`src/rtl/nor_seq_pkg.sv`:
```
package nor_seq_pkg;

   typedef enum logic [2:0] {
      OP_READ_RESET = 3'd0,
      OP_PROGRAM    = 3'd1,
      OP_ERASE_BLK  = 3'd2,
      OP_ERASE_CHIP = 3'd3,
      OP_ID_ENTRY   = 3'd4,
      OP_QRY_ENTRY  = 3'd5
   } seq_op_e;

   typedef enum logic [1:0] {
      PH_IDLE  = 2'd0,
      PH_SETUP = 2'd1,
      PH_PULSE = 2'd2,
      PH_HOLD  = 2'd3
   } wr_phase_e;

   localparam logic [2:0] OP_LAST_LEGAL = 3'd5;

endpackage

```
`src/rtl/nor_seq_rom.sv`:
```
// Per-step address/data table for each command, computed from opcode and step.
module nor_seq_rom
   import nor_seq_pkg::*;
#(
   parameter int WADDR_W = 23,
   parameter int DATA_W  = 16
)(
   input  seq_op_e              op,
   input  logic [2:0]           step,
   input  logic [WADDR_W-1:0]   usr_waddr,
   input  logic [DATA_W-1:0]    usr_data,
   output logic [WADDR_W-1:0]   cyc_waddr,
   output logic [DATA_W-1:0]    cyc_data,
   output logic                 last_step
);

   localparam logic [WADDR_W-1:0] A_555 = WADDR_W'(12'h555);
   localparam logic [WADDR_W-1:0] A_2AA = WADDR_W'(12'h2AA);
   localparam logic [WADDR_W-1:0] A_055 = WADDR_W'(12'h055);
   localparam logic [WADDR_W-1:0] A_ZERO = '0;

   function automatic logic [DATA_W-1:0] cmd(input logic [7:0] b);
      return DATA_W'(b);
   endfunction

   always_comb begin
      cyc_waddr = A_ZERO;
      cyc_data  = '0;
      last_step = 1'b1;
      unique case (op)
         OP_READ_RESET: begin
            cyc_waddr = A_ZERO;
            cyc_data  = cmd(8'hF0);
         end
         OP_QRY_ENTRY: begin
            cyc_waddr = A_055;
            cyc_data  = cmd(8'h98);
         end
         default: begin
            // shared two-write unlock preamble, then opcode specific tail
            unique case (step)
               3'd0: begin cyc_waddr = A_555; cyc_data = cmd(8'hAA); end
               3'd1: begin cyc_waddr = A_2AA; cyc_data = cmd(8'h55); end
               3'd2: begin
                  cyc_waddr = A_555;
                  unique case (op)
                     OP_PROGRAM:  cyc_data = cmd(8'hA0);
                     OP_ID_ENTRY: cyc_data = cmd(8'h90);
                     default:     cyc_data = cmd(8'h80);
                  endcase
               end
               3'd3: begin
                  if (op == OP_PROGRAM) begin
                     cyc_waddr = usr_waddr;
                     cyc_data  = usr_data;
                  end else begin
                     cyc_waddr = A_555;
                     cyc_data  = cmd(8'hAA);
                  end
               end
               3'd4: begin cyc_waddr = A_2AA; cyc_data = cmd(8'h55); end
               default: begin
                  if (op == OP_ERASE_BLK) begin
                     cyc_waddr = usr_waddr;
                     cyc_data  = cmd(8'h30);
                  end else begin
                     cyc_waddr = A_555;
                     cyc_data  = cmd(8'h10);
                  end
               end
            endcase
            unique case (op)
               OP_ID_ENTRY: last_step = (step == 3'd2);
               OP_PROGRAM:  last_step = (step == 3'd3);
               default:     last_step = (step == 3'd5);
            endcase
         end
      endcase
   end

endmodule

```
`src/rtl/nor_seq_wgen.sv`:
```
// Write-cycle timer: setup, write-enable pulse, hold; steps through the command.
module nor_seq_wgen
   import nor_seq_pkg::*;
#(
   parameter int PW_W = 4
)(
   input  logic            clk,
   input  logic            rst_n,
   input  logic            start,
   input  logic [PW_W-1:0] pulse_len,
   input  logic            last_step,
   output wr_phase_e       phase,
   output logic [2:0]      step
);

   logic [PW_W-1:0] cnt_q;

   always_ff @(posedge clk or negedge rst_n) begin
      if (!rst_n) begin
         phase <= PH_IDLE;
         step  <= '0;
         cnt_q <= '0;
      end else begin
         unique case (phase)
            PH_IDLE: begin
               if (start) begin
                  phase <= PH_SETUP;
                  step  <= '0;
               end
            end
            PH_SETUP: begin
               phase <= PH_PULSE;
               cnt_q <= pulse_len;
            end
            PH_PULSE: begin
               if (cnt_q <= PW_W'(1)) phase <= PH_HOLD;
               else                   cnt_q <= cnt_q - PW_W'(1);
            end
            PH_HOLD: begin
               if (last_step) begin
                  phase <= PH_IDLE;
               end else begin
                  phase <= PH_SETUP;
                  step  <= step + 3'd1;
               end
            end
         endcase
      end
   end

endmodule

```
`src/rtl/nor_cmd_seq.sv`:
```
module nor_cmd_seq
   import nor_seq_pkg::*;
#(
   parameter int WADDR_W = 23,
   parameter int DATA_W  = 16,
   parameter int PW_W    = 4,
   localparam int SHIFT  = $clog2(DATA_W / 8),
   localparam int ADDR_W = WADDR_W + SHIFT
)(
   input  logic               clk,
   input  logic               rst_n,
   input  logic               req_valid,
   input  logic [2:0]         req_op,
   input  logic [WADDR_W-1:0] req_waddr,
   input  logic [DATA_W-1:0]  req_data,
   input  logic [PW_W-1:0]    wr_pulse,
   output logic               req_ack,
   output logic               busy,
   output logic [ADDR_W-1:0]  bus_addr,
   output logic [DATA_W-1:0]  bus_dout,
   output logic               bus_ce_n,
   output logic               bus_we_n
);

   // elaboration-time parameter checks
   if (DATA_W != 8 && DATA_W != 16 && DATA_W != 32) begin : g_bad_data_w
      $error("nor_cmd_seq: DATA_W must be 8, 16 or 32");
   end
   if (WADDR_W < 12) begin : g_bad_waddr_w
      $error("nor_cmd_seq: WADDR_W must reach word 0x555");
   end
   if (PW_W < 1 || PW_W > 8) begin : g_bad_pw_w
      $error("nor_cmd_seq: PW_W out of range");
   end

   wr_phase_e          phase;
   logic [2:0]         step;
   logic               last_step;
   logic               accept;
   seq_op_e            op_q;
   logic [WADDR_W-1:0] waddr_q;
   logic [DATA_W-1:0]  data_q;
   logic [PW_W-1:0]    pw_q;
   logic [WADDR_W-1:0] cyc_waddr;
   logic [DATA_W-1:0]  cyc_data;

   assign accept = req_valid && (phase == PH_IDLE) && (req_op <= OP_LAST_LEGAL);

   always_ff @(posedge clk or negedge rst_n) begin
      if (!rst_n) begin
         op_q    <= OP_READ_RESET;
         waddr_q <= '0;
         data_q  <= '0;
         pw_q    <= PW_W'(1);
         req_ack <= 1'b0;
      end else begin
         req_ack <= accept;
         if (accept) begin
            op_q    <= seq_op_e'(req_op);
            waddr_q <= req_waddr;
            data_q  <= req_data;
            pw_q    <= (wr_pulse == '0) ? PW_W'(1) : wr_pulse;
         end
      end
   end

   nor_seq_rom #(.WADDR_W(WADDR_W), .DATA_W(DATA_W)) u_rom (
      .op        (op_q),
      .step      (step),
      .usr_waddr (waddr_q),
      .usr_data  (data_q),
      .cyc_waddr (cyc_waddr),
      .cyc_data  (cyc_data),
      .last_step (last_step)
   );

   nor_seq_wgen #(.PW_W(PW_W)) u_wgen (
      .clk       (clk),
      .rst_n     (rst_n),
      .start     (accept),
      .pulse_len (pw_q),
      .last_step (last_step),
      .phase     (phase),
      .step      (step)
   );

   assign busy     = (phase != PH_IDLE);
   assign bus_ce_n = (phase == PH_IDLE);
   assign bus_we_n = (phase != PH_PULSE);
   assign bus_dout = cyc_data;

   // word-to-byte address conversion chosen by bus width
   if (SHIFT == 0) begin : g_addr_byte
      assign bus_addr = cyc_waddr;
   end else begin : g_addr_wide
      assign bus_addr = {cyc_waddr, {SHIFT{1'b0}}};
   end

endmodule

```
`config.mk`:
```
export PLATFORM = sky130hd
export DESIGN_NAME = nor_cmd_seq
export DESIGN_NICKNAME = d
export VERILOG_FILES = /design/src/rtl/nor_seq_pkg.sv /design/src/rtl/nor_seq_rom.sv /design/src/rtl/nor_seq_wgen.sv /design/src/rtl/nor_cmd_seq.sv
export SDC_FILE = /design/constraint.sdc
export NUM_CORES = 1
export LEC_CHECK = 0
export BUFFER_PORTS_ARGS = -buffer_cell sky130_fd_sc_hd__buf_2
export CAP_MARGIN = 25
export CORE_MARGIN = 2
export CORE_UTILIZATION = 50
export DETAILED_ROUTE_END_ITERATION = 6
export GPL_ROUTABILITY_DRIVEN = 0
export GPL_TIMING_DRIVEN = 0
export PLACE_DENSITY = 0.78
export REMOVE_ABC_BUFFERS = 1
export SETUP_SLACK_MARGIN = 0.05
export SYNTH_ARGS = -nofsm -noshare
export SYNTH_HDL_FRONTEND = slang
export SYNTH_SLANG_ARGS = --single-unit
export TNS_END_PERCENT = 100
```
`constraint.sdc`:
```
create_clock -name clk -period 2.4 [get_ports clk]
set_input_delay 0.24 -clock clk [delete_from_list [all_inputs] [get_ports clk]]
set_output_delay 0.24 -clock clk [all_outputs]
set_load 0.02 [all_outputs]
```
==> results of run 1 <==
-- per-stage QoR --
step / hold slack [ns] / worst slack (ns)
after floorplan: -0.0556 / -0.0838
after global placement: 0.428 / -0.819
after detailed placement: 0.379 / -0.472
after CTS: 0.0426 / -0.0263
after global routing: 0.0761 / -0.110
final: 0.0201 / -0.0146
-- routing by layer --
layer / vias to the layer above / wire, um / share of wire
met3: 10 / 413 / 0.050
met4: 0 / 128 / 0.015
met1: 1418 / 3500 / 0.42
met5: - / 0 / 0
met2: 81 / 4300 / 0.52
li1: 1454 / - / -
-- sequential cells by signal, summed over array words and instances, names as in the netlist --
signal and cells:
u_wgen.step 3, data_q 16, u_wgen.phase 2, pw_q 4, req_ack 1, u_wgen.cnt_q 4
op_q 3, waddr_q 23
-- worst min-delay path by stage --
stage,slack [ns],end,from,cells past startpoint
floorplan,-0.06,data_q[0],rst_n,0
global placement,0.43,data_q[10],req_data[10],3
detailed placement,0.38,waddr_q[6],rst_n,1
CTS,0.04,waddr_q[7],rst_n,1
global route,0.08,waddr_q[6],rst_n,1
finish,0.02,waddr_q[6],rst_n,1
-- timing repair --
action,4_1_cts,5_1_grt
gates resized for setup,82,33
buffers inserted,16,7
setup endpoints to repair,82,72
cloned,0,0
pin swaps,22,15
-- report_power, final --
group | leakage (uW) | switching [uW] | internal, uW
logic | 0.00145 | 1630 | 1280
clock network | 0.0000541 | 314 | 309
registers | 0.000693 | 403 | 1380
-- cell families (layout without fill, tap and decap cells) --
family                     after synthesis  count (layout)  share of synthesized area
DFF                                     56              56                      0.441
other                                    1               1                    0.00118
AOI/OAI and AO/OA                       65              65                      0.151
adders and majority gates               12              12                     0.0472
xor gates and xnor gates                 1               1                    0.00276
and+or+nand+nor                        211             211                      0.293
buffers and inverters                   34             138                     0.0500
muxes                                    4               4                     0.0138
-- cell usage in the layout (no fill, tap or decap), types with 3 or more instances in the layout --
master / n
ha_4: 4
a22oi_1: 6
o21ai_0: 12
clkbuf_8: 5
and2_1: 9
o21a_1: 3
buf_2: 62
inv_1: 11
nand2_2: 3
o21ai_1: 7
mux2i_1: 3
nand2b_1: 3
ha_1: 8
dfrtp_2: 6
nor2_1: 13
nand2_1: 147
and2_4: 12
nand3_1: 8
a21oi_2: 10
a21oi_1: 3
nor3_1: 3
buf_6: 25
buf_4: 26
o31a_1: 4
dfrtp_1: 49
-- area by class of cell --
class | count | area, um^2
clock inverters | 3 | 42.5
multi-input cells | 294 | 1790
flip-flops and latches | 56 | 1410
clock buffers | 5 | 68.8
well taps | 77 | 96.3
inverters | 16 | 65.1
repair buffers | 114 | 815
fillers | 503 | 1950
==> results_dict.tcl, run 1 <==
set metrics [dict create \
    fp.dieArea_um2 7010 \
    slew_viol_final 0 \
    worst_setup_path_start_kind "flop" \
    global_route.usage.met3 0.0465 \
    worstSkewPairLatency_ns 0.31 \
    yosys-top-cells-area "dfrtp_1, nand2_1, ha_1" \
    antenna_violations_before_repair 0 \
    first_global_vias 2948 \
    total_gr_overflow 0 \
    cts_h_tree_depth 2 \
    critPathRequiredTime_ns 2.16 \
    min-delay-path-class "in -> async" \
    synth_ff_type "dfrtp_1" \
    cp.depth 9 \
    insertedDiodeCount 0 \
    via_count 2963 \
    synth_most_common_cell "nand2_1" \
    critPathLaunch "u_wgen.step[0]" \
    syn_avg_cell_area_um2 8.28 \
    cp_max_fo 8 \
    final_core_util 0.688 \
    initial_core_util 0.509 \
    clkSlewWorstSetupHoldPaths_ns 0.10 \
    grt_pass1_wl_um 13700 \
    tritoncts_clock_tree "done" \
    max-clock-path-buffers 2 \
    post_synth_inst_count 384 \
    flow.area_growth_from_synthesis_pct 35.0 \
    synth_top_cell_by_area "dfrtp_1" \
    timing.fmax_mhz 414 \
    critical_path_buf_inv_count 3 \
    worstPathCellList "inv_2 -> ha_4 -> and2b_1 -> o21bai_4 -> o31ai_4 -> buf_6 -> nand2_4 -> a21oi_2 -> buf_6" \
    cp_slowest_stage_delay_ns 0.48 \
    worst-slew-pin-transition_ns 0.826 \
    cts_hold_repair.buffers 0 \
    finalSetupViolCount 1 \
    num-nets-final 548 \
    grt_met2_usage 0.420 \
    yosys.area.top_type_share 0.433 \
    floorplan.die.height_um 83.7 \
    drt-initial-drc-count 181 \
    finalCritPeriodShare 1.01 \
    worstReg2RegEnd "u_wgen.step[2]" \
    postSynth.asyncResetShare 1.00 \
    critical_path.endpoint "bus_addr[4]" \
    number_of_rows_created_at_floorplan 29 \
    final.setup.tns_ns -0.0146 \
    placed_cells 535 \
    synth.lib_cells_used.distinct 52 \
    timing.critical_path.slowest_stage_cell "dfrtp_2" \
    worstPathArrival_ns 2.17 \
    detail-route-antenna-nets 0 \
    grt_setup_unrepaired "true" \
    final_layout_size_suffix_gt1_frac 0.373 \
    reg2reg_from "u_wgen.phase[0]" \
    synth.yosys.warnings 0 \
    synth_seq_cells 56 \
    drt_pre_antenna_iters 4 \
    violations_in_the_final_reports "setup timing" \
    setup.worst_path.end_class "output port" \
    relSlewSlack 0.450 \
    floorplan.core_area_um2 6240 \
    final-hold-violation-count 0 \
    port-buffer-count 91 \
    max_cap_violations 0 \
    edff_count_synth 0 \
    critical-path-top-delay-family "compound AO/OA/AOI/OAI gates" \
    totalWireLength_um 8340 \
    post-route-worst-setup-slack_ns -0.0146 \
    timing.reg2reg.worst_path_depth 7 \
    post_layout_nonfiller_instances 565 \
    cts-root-buf "clkbuf_8" \
    tritoncts_num_sinks 56 \
    ioPinCount 93 \
    path_common_cell "buf_6" \
    setup.reg_to_reg.worst_slack_ns 0.30 \
    syn_area_um2 3180 \
    post-layout-total-power_uw 5320 \
    routed_wire_length_per_instance_um 14.8 \
    gr-usage-all-layers 0.240 \
    groute.layer.met1.usage 0.298 \
    final_period_minus_worst_setup_slack_ns 2.41 \
    drcViolationCount 0 \
    timing.clock.skew_ns 0.00955 \
    crit_type "reg -> out" \
    synth_top_cells_by_count "nand2_1, dfrtp_1, and2_1, o21ai_0" \
    fp.dieW_um 83.7 \
    detailed_place.area_um2 3660 \
    post-dp-hpwl_um 5160 \
    global_route.peak_usage_layer "met2" \
    pin_count_of_the_biggest_net_entering_global_routing 48 \
    synth-seq-area-share 0.441 \
    power.density_cell_area_nw_per_um2 1240 \
    outcome "finished with violations" \
    leakage_uw 0.00219 \
    ir_drop_mv 0.740 \
    cts_buffers 5 \
    viasPerCell 5.24 \
    final_cell_area_um2 4290 \
]
Power figures use the tool's default switching activity.
==> run 2, diff against run 1 <==
==> constraint.sdc (replaced) <==
create_clock -name clk -period 2.4 [get_ports clk]
set_input_delay 0.36 -clock clk [delete_from_list [all_inputs] [get_ports clk]]
set_output_delay 0.36 -clock clk [all_outputs]
set_load 0.02 [all_outputs]
==> results_dict.tcl, run 2 (synthesis gave the netlist of run 1 again) <==
set metrics [dict create \
    floorplan.core_area_um2 6240 \
    largest_registers "waddr_q (23), data_q (16)" \
    drt_pre_antenna_iters 5 \
    post_layout_nonfiller_instances 568 \
    critical_path_buf_inv_count 3 \
    final_period_minus_worst_setup_slack_ns 2.57 \
    fp.dieW_um 83.7 \
    worstPathArrival_ns 2.21 \
    outcome "finished with violations" \
    routed.top_layer "met4" \
    initial_core_util 0.509 \
    tritoncts_num_sinks 56 \
    grt_pass1_wl_um 13800 \
    post-layout-total-power_uw 5450 \
    critPathRequiredTime_ns 2.04 \
    final_core_util 0.703 \
    leakage_uw 0.00223 \
    flow.area_growth_from_synthesis_pct 38.1 \
    slew_viol_final 0 \
    met1_wire_length_um 3500 \
    port-buffer-count 91 \
    largest_reg_flops 23 \
    first_global_vias 2934 \
    violations_in_the_final_reports "setup timing" \
    cts-root-buf "clkbuf_8" \
    crit_type "reg -> out" \
    worst-slew-pin-transition_ns 0.822 \
    critical-path-top-delay-family "compound AO/OA/AOI/OAI gates" \
    relSlewSlack 0.452 \
    ioPinCount 93 \
    insertedDiodeCount 0 \
    placed_cells 535 \
    num-nets-final 551 \
    viasPerCell 5.27 \
    floorplan.die.height_um 83.7 \
    post-dp-hpwl_um 5160 \
    met2_length_um 4310 \
    timing.critical_path.slowest_stage_cell "dfrtp_2" \
    cp_max_fo 5 \
    tritoncts_clock_tree "done" \
    max_cap_violations 0 \
    worstPathCellList "inv_2 -> ha_4 -> and2b_1 -> o21bai_4 -> o31ai_4 -> buf_6 -> nand2_4 -> a21oi_2 -> buf_6" \
    routed_wire_length_per_instance_um 15.0 \
    post-route-worst-setup-slack_ns -0.167 \
    clkSlewWorstSetupHoldPaths_ns 0.10 \
    detailroute.wirelength.met3_um 578 \
    via_count 2992 \
    layout_commonest_cell "nand2_1" \
    path_common_cell "buf_6" \
    drt-initial-drc-count 201 \
    worstSkewPairLatency_ns 0.31 \
    finalCritPeriodShare 1.07 \
    timing.clock.skew_ns 0.0104 \
    grt_setup_unrepaired "true" \
    preCtsSetupSlack_ns -0.592 \
    cts_hold_repair.buffers 0 \
    number_of_rows_created_at_floorplan 29 \
    final_layout_size_suffix_gt1_frac 0.381 \
    max_flop_register "waddr_q" \
    cts_h_tree_depth 2 \
    antenna_violations_before_repair 0 \
    layout_common_cells "nand2_1, buf_2, dfrtp_1" \
    detail-route-antenna-nets 0 \
    totalWireLength_um 8520 \
    setup.worst_path.end_class "output port" \
    pin_count_of_the_biggest_net_entering_global_routing 48 \
    cp_slowest_stage_delay_ns 0.47 \
    gr-usage-all-layers 0.240 \
    setup.reg_to_reg.worst_slack_ns 0.29 \
    worst_setup_path_start_kind "flop" \
    timing.fmax_mhz 390 \
    final-hold-violation-count 0 \
    power.density_cell_area_nw_per_um2 1240 \
    cts_buffers 5 \
    ir_drop_mv 0.778 \
    fp.dieArea_um2 7010 \
    drcViolationCount 0 \
    finalSetupViolCount 28 \
    min-delay-path-class "in -> async" \
    fillers 486 \
    total_gr_overflow 0 \
    max-clock-path-buffers 2 \
]
-- run 2: changes by cell type in the layout (fill, tap and decap cells not counted), sizes merged --
cell / before / now
buf: 114 / 117
-- run 2: layout make-up --
class	count	area, um^2	share of cell area
Clock buffer	5	68.8	0.0157
Clock inverter	3	42.5	0.00969
Inverter	16	65.1	0.0148
Multi-Input combinational cell	294	1820	0.414
Sequential cell	56	1410	0.321
Tap cell	77	96.3	0.0220
Timing Repair Buffer	117	887	0.202
-- run 2: what timing repair did --
item,4_1_cts,5_1_grt
resized for setup,95,31
setup endpoints to repair,82,73
pin swaps,28,16
setup buffers,18,9
-- run 2: per-layer routing --
layer	up-vias	global-route usage
met5	-	0
met4	0	0.0689
met3	13	0.0445
met2	106	0.422
met1	1419	0.304
li1	1454	-
-- run 2: worst paths after layout --
| kind | end | cells past startpoint | start |
|---|---|---|---|
| hold / removal | waddr_q[6] | 1 | rst_n |
| max in group asynchronous | pw_q[0] | 2 | rst_n |
| setup / recovery | bus_addr[4] | 9 | u_wgen.step[0] |
| hold reg to reg | pw_q[3] | 2 | pw_q[3] |
| min in group clk | waddr_q[21] | 3 | req_waddr[21] |
| setup reg to reg | u_wgen.step[2] | 7 | u_wgen.phase[0] |
-- run 2: stage by stage --
step | TNS, ns | instance area, um^2 | hold WS [ns]
floorplan | -2.31 | 3080 | 0.0644
global placement | -44.51 | 3630 | 0.449
detailed placement | -16.43 | 3660 | 0.454
CTS | -2.56 | 4220 | 0.163
global route | -4.94 | 4390 | 0.197
finish | -2.72 | 4390 | 0.132
-- run 2: power breakdown --
part / leakage, uW / internal [uW] / total (uW) / switching [uW]
clock network: 0.0000541 / 309 / 620 / 311
registers: 0.000693 / 1380 / 1790 / 412
logic: 0.00148 / 1370 / 3040 / 1680
total: 0.00223 / 3050 / 5450 / 2400
